===== config.mk =====
export PLATFORM = sky130hd
export DESIGN_NAME = refresh_seq
export DESIGN_NICKNAME = d
export VERILOG_FILES = /design/src/rtl/refresh_pkg.sv /design/src/rtl/rfs_timer.sv /design/src/rtl/rfs_row_ctr.sv /design/src/rtl/rfs_fsm.sv /design/src/rtl/refresh_seq.sv
export SDC_FILE = /design/constraint.sdc
export NUM_CORES = 1
export LEC_CHECK = 0
export CAP_MARGIN = 20
export CELL_PAD_IN_SITES_DETAIL_PLACEMENT = 0
export CELL_PAD_IN_SITES_GLOBAL_PLACEMENT = 2
export CORE_UTILIZATION = 35
export DETAILED_ROUTE_END_ITERATION = 7
export PLACE_DENSITY_LB_ADDON = 0.1
export SLEW_MARGIN = 0
export SYNTH_ARGS = -nofsm -noshare
export SYNTH_HDL_FRONTEND = slang
export SYNTH_SLANG_ARGS = --single-unit

===== constraint.sdc =====
create_clock -name clk -period 3.4 [get_ports clk]
set_clock_uncertainty 0.1 [all_clocks]
set_input_delay 0.85 -clock clk [delete_from_list [all_inputs] [get_ports clk]]
set_output_delay 0.85 -clock clk [all_outputs]
set_load 0.05 [all_outputs]

===== src/rtl/refresh_pkg.sv =====
package refresh_pkg;
  typedef enum logic [1:0] {
    ST_IDLE = 2'd0,
    ST_RAS  = 2'd1,
    ST_PRE  = 2'd2
  } rfs_state_t;
endpackage


===== src/rtl/rfs_timer.sv =====
module rfs_timer #(
  parameter int TICK_DIV  = 50,
  parameter int REQ_TICKS = 30
) (
  input  logic clk,
  input  logic rst,
  input  logic hold_i,
  output logic req_o,
  output logic clr_o
);
  localparam int TW = (TICK_DIV > 1) ? $clog2(TICK_DIV) : 1;
  localparam int RW = (REQ_TICKS > 1) ? $clog2(REQ_TICKS) : 1;
  localparam logic [TW-1:0] TICK_MAX = TW'(TICK_DIV - 1);
  localparam logic [RW-1:0] REQ_MAX  = RW'(REQ_TICKS - 1);

  logic [TW-1:0] tick_q, hold_q;
  logic [RW-1:0] reqc_q;
  logic          tick;

  assign tick  = (tick_q == TICK_MAX);
  assign clr_o = hold_i && (hold_q == TICK_MAX);
  assign req_o = tick && (reqc_q == REQ_MAX);

  always_ff @(posedge clk) begin
    if (rst) begin
      tick_q <= '0;
      hold_q <= '0;
      reqc_q <= '0;
    end else begin
      if (!hold_i)                hold_q <= '0;
      else if (hold_q != TICK_MAX) hold_q <= hold_q + 1'b1;
      if (clr_o) begin
        tick_q <= '0;
        reqc_q <= '0;
      end else begin
        tick_q <= tick ? '0 : tick_q + 1'b1;
        if (tick) reqc_q <= (reqc_q == REQ_MAX) ? '0 : reqc_q + 1'b1;
      end
    end
  end

  AST_QUIET_AFTER_CLR: assert property (@(posedge clk) disable iff (rst)
    clr_o |=> !req_o);
endmodule


===== src/rtl/rfs_row_ctr.sv =====
module rfs_row_ctr #(
  parameter int ROWS = 512,
  parameter int AW   = 9
) (
  input  logic          clk,
  input  logic          rst,
  input  logic          clr_i,
  input  logic          inc_i,
  output logic [AW-1:0] row_o
);
  localparam logic [AW-1:0] LAST = AW'(ROWS - 1);

  logic [AW-1:0] row_q;
  assign row_o = row_q;

  always_ff @(posedge clk) begin
    if (rst || clr_i)  row_q <= '0;
    else if (inc_i)    row_q <= (row_q == LAST) ? '0 : row_q + 1'b1;
  end

  AST_ROW_CLEAR: assert property (@(posedge clk) disable iff (rst)
    clr_i |=> (row_q == '0));
  AST_ROW_WRAP: assert property (@(posedge clk) disable iff (rst)
    (!clr_i && inc_i && row_q == LAST) |=> (row_q == '0));
endmodule


===== src/rtl/rfs_fsm.sv =====
module rfs_fsm
  import refresh_pkg::*;
#(
  parameter int NUM_RAS = 4,
  parameter int CW      = 4,
  parameter int BW      = 2
) (
  input  logic               clk,
  input  logic               rst,
  input  logic               int_req_i,
  input  logic               timer_clr_i,
  input  logic               refresh_req_i,
  input  logic               refresh_inhibit_i,
  input  logic               stretch_i,
  input  logic               bank_mode_i,
  input  logic [CW-1:0]      ras_cycles_i,
  input  logic [CW-1:0]      pre_cycles_i,
  input  logic [BW-1:0]      bank_i,
  output logic [NUM_RAS-1:0] ras_n_o,
  output logic               active_o,
  output logic               done_o
);
  rfs_state_t         st_q, st_d;
  logic [CW-1:0]      cnt_q, cnt_d, n_q, p_q;
  logic               mode_q, pend_q, start;
  logic [NUM_RAS-1:0] mask_q, mask_d;
  logic               int_go, ext_go, go;
  logic [CW-1:0]      n_in, p_in;

  assign int_go = pend_q && !refresh_inhibit_i && !refresh_req_i;
  assign ext_go = refresh_req_i && refresh_inhibit_i;
  assign go     = int_go || ext_go;
  assign n_in   = (ras_cycles_i == '0) ? CW'(1) : ras_cycles_i;
  assign p_in   = (pre_cycles_i == '0) ? CW'(1) : pre_cycles_i;

  always_comb begin
    st_d   = st_q;
    cnt_d  = cnt_q;
    start  = 1'b0;
    done_o = 1'b0;
    mask_d = mask_q;
    unique case (st_q)
      ST_IDLE: if (go) start = 1'b1;
      ST_RAS: begin
        if (cnt_q >= n_q) begin
          if (!(stretch_i && !mode_q)) begin
            st_d   = ST_PRE;
            cnt_d  = CW'(1);
            done_o = 1'b1;
          end
        end else begin
          cnt_d = cnt_q + 1'b1;
        end
      end
      ST_PRE: begin
        if (cnt_q >= p_q) begin
          if (go) start = 1'b1;
          else    st_d  = ST_IDLE;
        end else begin
          cnt_d = cnt_q + 1'b1;
        end
      end
      default: st_d = ST_IDLE;
    endcase
    if (start) begin
      st_d   = ST_RAS;
      cnt_d  = CW'(1);
      mask_d = bank_mode_i ? (NUM_RAS'(1) << bank_i) : '1;
    end
  end

  always_ff @(posedge clk) begin
    if (rst) begin
      st_q     <= ST_IDLE;
      cnt_q    <= '0;
      n_q      <= CW'(1);
      p_q      <= CW'(1);
      mode_q   <= 1'b0;
      mask_q   <= '0;
      pend_q   <= 1'b0;
      ras_n_o  <= '1;
      active_o <= 1'b0;
    end else begin
      st_q     <= st_d;
      cnt_q    <= cnt_d;
      mask_q   <= mask_d;
      ras_n_o  <= (st_d == ST_RAS) ? ~mask_d : '1;
      active_o <= (st_d != ST_IDLE);
      if (start) begin
        n_q    <= n_in;
        p_q    <= p_in;
        mode_q <= bank_mode_i;
      end
      if (timer_clr_i)          pend_q <= 1'b0;
      else if (int_req_i)       pend_q <= 1'b1;
      else if (start && int_go) pend_q <= 1'b0;
    end
  end

  AST_RAS_NEEDS_ACTIVE: assert property (@(posedge clk) disable iff (rst)
    !(&ras_n_o) |-> active_o);
  AST_STRETCH_HOLDS: assert property (@(posedge clk) disable iff (rst)
    (st_q == ST_RAS && cnt_q >= n_q && !mode_q && stretch_i) |=> (ras_n_o == '0));
  AST_END_ON_LOW: assert property (@(posedge clk) disable iff (rst)
    (st_q == ST_RAS && cnt_q >= n_q && !stretch_i) |=> (&ras_n_o));
  AST_BANK_NO_STRETCH: assert property (@(posedge clk) disable iff (rst)
    (st_q == ST_RAS && cnt_q >= n_q && mode_q) |=> (&ras_n_o));
  AST_NO_EARLY_START: assert property (@(posedge clk) disable iff (rst)
    (st_q == ST_PRE && cnt_q < p_q) |=> (&ras_n_o));
  AST_PEND_HELD: assert property (@(posedge clk) disable iff (rst)
    (pend_q && refresh_inhibit_i && !timer_clr_i) |=> pend_q);
endmodule


===== src/rtl/refresh_seq.sv =====
module refresh_seq #(
  parameter int CLK_HZ  = 100_000_000,
  parameter int ROWS    = 512,
  parameter int NUM_RAS = 4,
  parameter int CW      = 4,
  parameter int AW      = (ROWS > 1) ? $clog2(ROWS) : 1
) (
  input  logic               clk,
  input  logic               rst,
  input  logic               refresh_req_i,
  input  logic               refresh_inhibit_i,
  input  logic               stretch_i,
  input  logic               bank_mode_i,
  input  logic [CW-1:0]      ras_cycles_i,
  input  logic [CW-1:0]      pre_cycles_i,
  output logic [NUM_RAS-1:0] ras_n_o,
  output logic [AW-1:0]      row_o,
  output logic               active_o
);
  localparam int TICK_HZ   = 2_000_000;
  localparam int TICK_NS   = 500;
  localparam int REQ_NS    = 15_000;
  localparam int TICK_DIV  = CLK_HZ / TICK_HZ;
  localparam int REQ_TICKS = REQ_NS / TICK_NS;
  localparam int BW        = (NUM_RAS > 1) ? $clog2(NUM_RAS) : 1;

  logic clear_hold, int_req, timer_clr, done;

  assign clear_hold = refresh_req_i && !refresh_inhibit_i;

  rfs_timer #(.TICK_DIV(TICK_DIV), .REQ_TICKS(REQ_TICKS)) u_timer (
    .clk(clk), .rst(rst), .hold_i(clear_hold),
    .req_o(int_req), .clr_o(timer_clr)
  );

  rfs_row_ctr #(.ROWS(ROWS), .AW(AW)) u_row (
    .clk(clk), .rst(rst), .clr_i(clear_hold), .inc_i(done), .row_o(row_o)
  );

  rfs_fsm #(.NUM_RAS(NUM_RAS), .CW(CW), .BW(BW)) u_fsm (
    .clk(clk), .rst(rst),
    .int_req_i(int_req), .timer_clr_i(timer_clr),
    .refresh_req_i(refresh_req_i), .refresh_inhibit_i(refresh_inhibit_i),
    .stretch_i(stretch_i), .bank_mode_i(bank_mode_i),
    .ras_cycles_i(ras_cycles_i), .pre_cycles_i(pre_cycles_i),
    .bank_i(row_o[BW-1:0]),
    .ras_n_o(ras_n_o), .active_o(active_o), .done_o(done)
  );

  AST_RESET_IDLE: assert property (@(posedge clk)
    rst |=> (&ras_n_o && !active_o && row_o == '0));
endmodule


==> reports/results.tsv <==
metric	value	unit
Finish-stage setup viols	0	
DP Wirelength	4.40	mm
PostCTS Resize Cnt	0	
clk sinks	51	
worst-case reg-to-reg path depth	8	
#FFs+latches synth	51	
RSZ-0062 raised after global routing	false	
layout net count	372	
layout cells sized above 1	0.0657	
die area	0.00796	sq mm
Synth top area share	0.383	
DRC viols	0	
count of final hold-check violations	0	
critical path fanouts, max	9	
worst slack at placement	0.427	ns
CP Class	in2reg	
register area share after synthesis	0.383	
static leakage	1.17	nW
Diodes inserted	0	
Post-synth EDFFs	0	
PwrDens	439	mW/mm^2
synth top area cells	dfxtp_1, ha_1, nor2_1, nand2_1, xnor2_1	
most common cell after layout, fill and taps aside	dfxtp_1	
wire per inst	13.7	um
Most used DFF post-synth	dfxtp_1	
total grt overflow	0	
final hold slack	0.356	ns
WP data arrival	2.73	ns
Post-Syn Area	0.00266	sq mm
Peak VDD IR	0.178	mV
Hold WC Path Type	reg2reg	
most frequent cells in the layout	dfxtp_1, nor2_1, nand2_1	
WHS Path Cells	2	
Worst setup EP type	flip-flop	
die height	89.2	um
ys async rst share	0	
CTS Buf Count	5	
Total GRT Usage	0.159	
Core ar.	0.00729	sq mm
total I/O pin count	28	
min Tclk post-route	2.62	ns
first-pass GRT wire length	9.52	mm
Port Buf Inserts	27	
Req. time, crit path	3.51	ns
post-CTS setup buffer count	0	
Longest Clk Path Bufs	2	
Max Clk Rate	382	MHz
initial antenna violation count	0	
final WL	5.95	mm
die width	89.2	um
clk root buf	clkbuf_8	
Slew @ Worst Pin	0.708	ns
largest net degree at the start of global routing	18	
Initial Utilization	0.365	
Final Worst Setup Slack	0.784	ns
area delta synth->final	19.5	%
Max Slew Vio Count	0	
setup_tns	0	ns
number of global-route vias before repair	1982	
hold buffers post-CTS	0	
DR pass1 iterations	4	
Filler cells	786	
Cells after Synth	301	
# H-tree levels	2	
routability cong.	0.691	
clock-pin slew on the worst setup and hold paths	0.10	ns
Clock Latency Late Sink	0.31	ns
mean number of vias per cell	5.00	
cell taking the most area after synthesis	dfxtp_1	
CTS tree	built	
Yosys cell types	47	
crit start category	primary input	
Avg Inst Size Synth	8.85	sq um
number of DRC markers in iteration 0	113	
status	complete, no violations	
slew margin rel.	0.516	
yosys warns	0	
fin crit share	0.770	
Core Rows	31	
max_cap viols	0	
final core occ	0.437	
vias after detailed routing	2172	
Synthesized Nets	339	
Final ANT Viol Nets	0	
==> flip-flops by register name, summed over array words and instances, names as in the netlist, 2 cells and up <==
name / count
u_fsm.ras_n_o: 4
u_timer.reqc_q: 5
u_fsm.cnt_q: 4
u_row.row_o: 9
u_timer.hold_q: 6
u_fsm.st_q: 2
u_fsm.n_q: 4
u_timer.tick_q: 6
u_fsm.mask_q: 4
u_fsm.p_q: 4
==> through the flow <==
| stage | total power, mW | cells | instance area [sq um] |
|---|---|---|---|
| 3_3_place_gp | 0.973 | 426 | 3070 |
| 6_report | 1.40 | 434 | 3180 |
| 5_1_grt | 1.48 | 434 | 3180 |
| 4_1_cts | 1.42 | 434 | 3180 |
| 2_1_floorplan | 0.878 | 301 | 2660 |
| 3_5_place_dp | 0.975 | 426 | 3070 |
==> kinds of logic after synthesis <==
kind of cell | synth area share
flops | 0.383
compound gates | 0.147
buf+inv | 0.0437
xor+xnor | 0.0592
simple gates | 0.242
mux | 0.0113
fa+ha+maj | 0.113
==> per-layer routing <==
metal | part of all wire | GRT usage
met1 | 0.50 | 0.209
met2 | 0.45 | 0.255
met3 | 0.036 | 0.0351
met5 | 0 | 0
met4 | 0.015 | 0.0577
==> cell usage after synthesis (3+ instances only) <==
| cell type | number |
|---|---|
| a211oi_1 | 4 |
| a21oi_1 | 13 |
| a311oi_1 | 4 |
| a41oi_1 | 5 |
| and3_1 | 5 |
| clkbuf_1 | 5 |
| dfxtp_1 | 51 |
| ha_1 | 24 |
| inv_1 | 22 |
| mux2i_1 | 3 |
| nand2_1 | 28 |
| nand3_1 | 15 |
| nand4_1 | 4 |
| nor2_1 | 35 |
| nor3_1 | 8 |
| nor3b_1 | 3 |
| nor4_1 | 5 |
| o21ai_0 | 5 |
| or3_1 | 7 |
| xnor2_1 | 11 |
| xor2_1 | 7 |
==> layout make-up <==
type / instances / area (sq um) / area share
multi-input combinational: 221 / 1530 / 0.479
sequential: 51 / 1020 / 0.321
tap: 99 / 124 / 0.0389
timing repair buffer: 33 / 315 / 0.0990
clock inverter: 3 / 46.3 / 0.0145
clock buffer: 5 / 68.8 / 0.0216
inverter: 22 / 82.6 / 0.0259
==> power breakdown <==
part | leakage, nW | internal [mW] | switching, mW
registers | 0.414 | 0.625 | 0.0195
clock network | 0.0548 | 0.222 | 0.218
logic | 0.699 | 0.138 | 0.175
total | 1.17 | 0.985 | 0.413
==> path summary, 6_finish.rpt <==
path / from / to / slack [ns]
max: refresh_inhibit_i / u_fsm.active_o / 0.78
min: u_fsm.mode_q / u_fsm.mode_q / 0.36
max reg2reg: u_fsm.cnt_q[0] / u_fsm.cnt_q[0] / 0.79
min reg2reg: u_fsm.mode_q / u_fsm.mode_q / 0.36
==> critical path: stages <==
cell             delay (ns)
clkdlybuf4s50_1        0.54
nor3b_1                0.09
a21o_1                 0.25
a2111oi_0              0.71
a2111o_1               0.22
nand3_1                0.06
(Power assumes the default switching activity.)
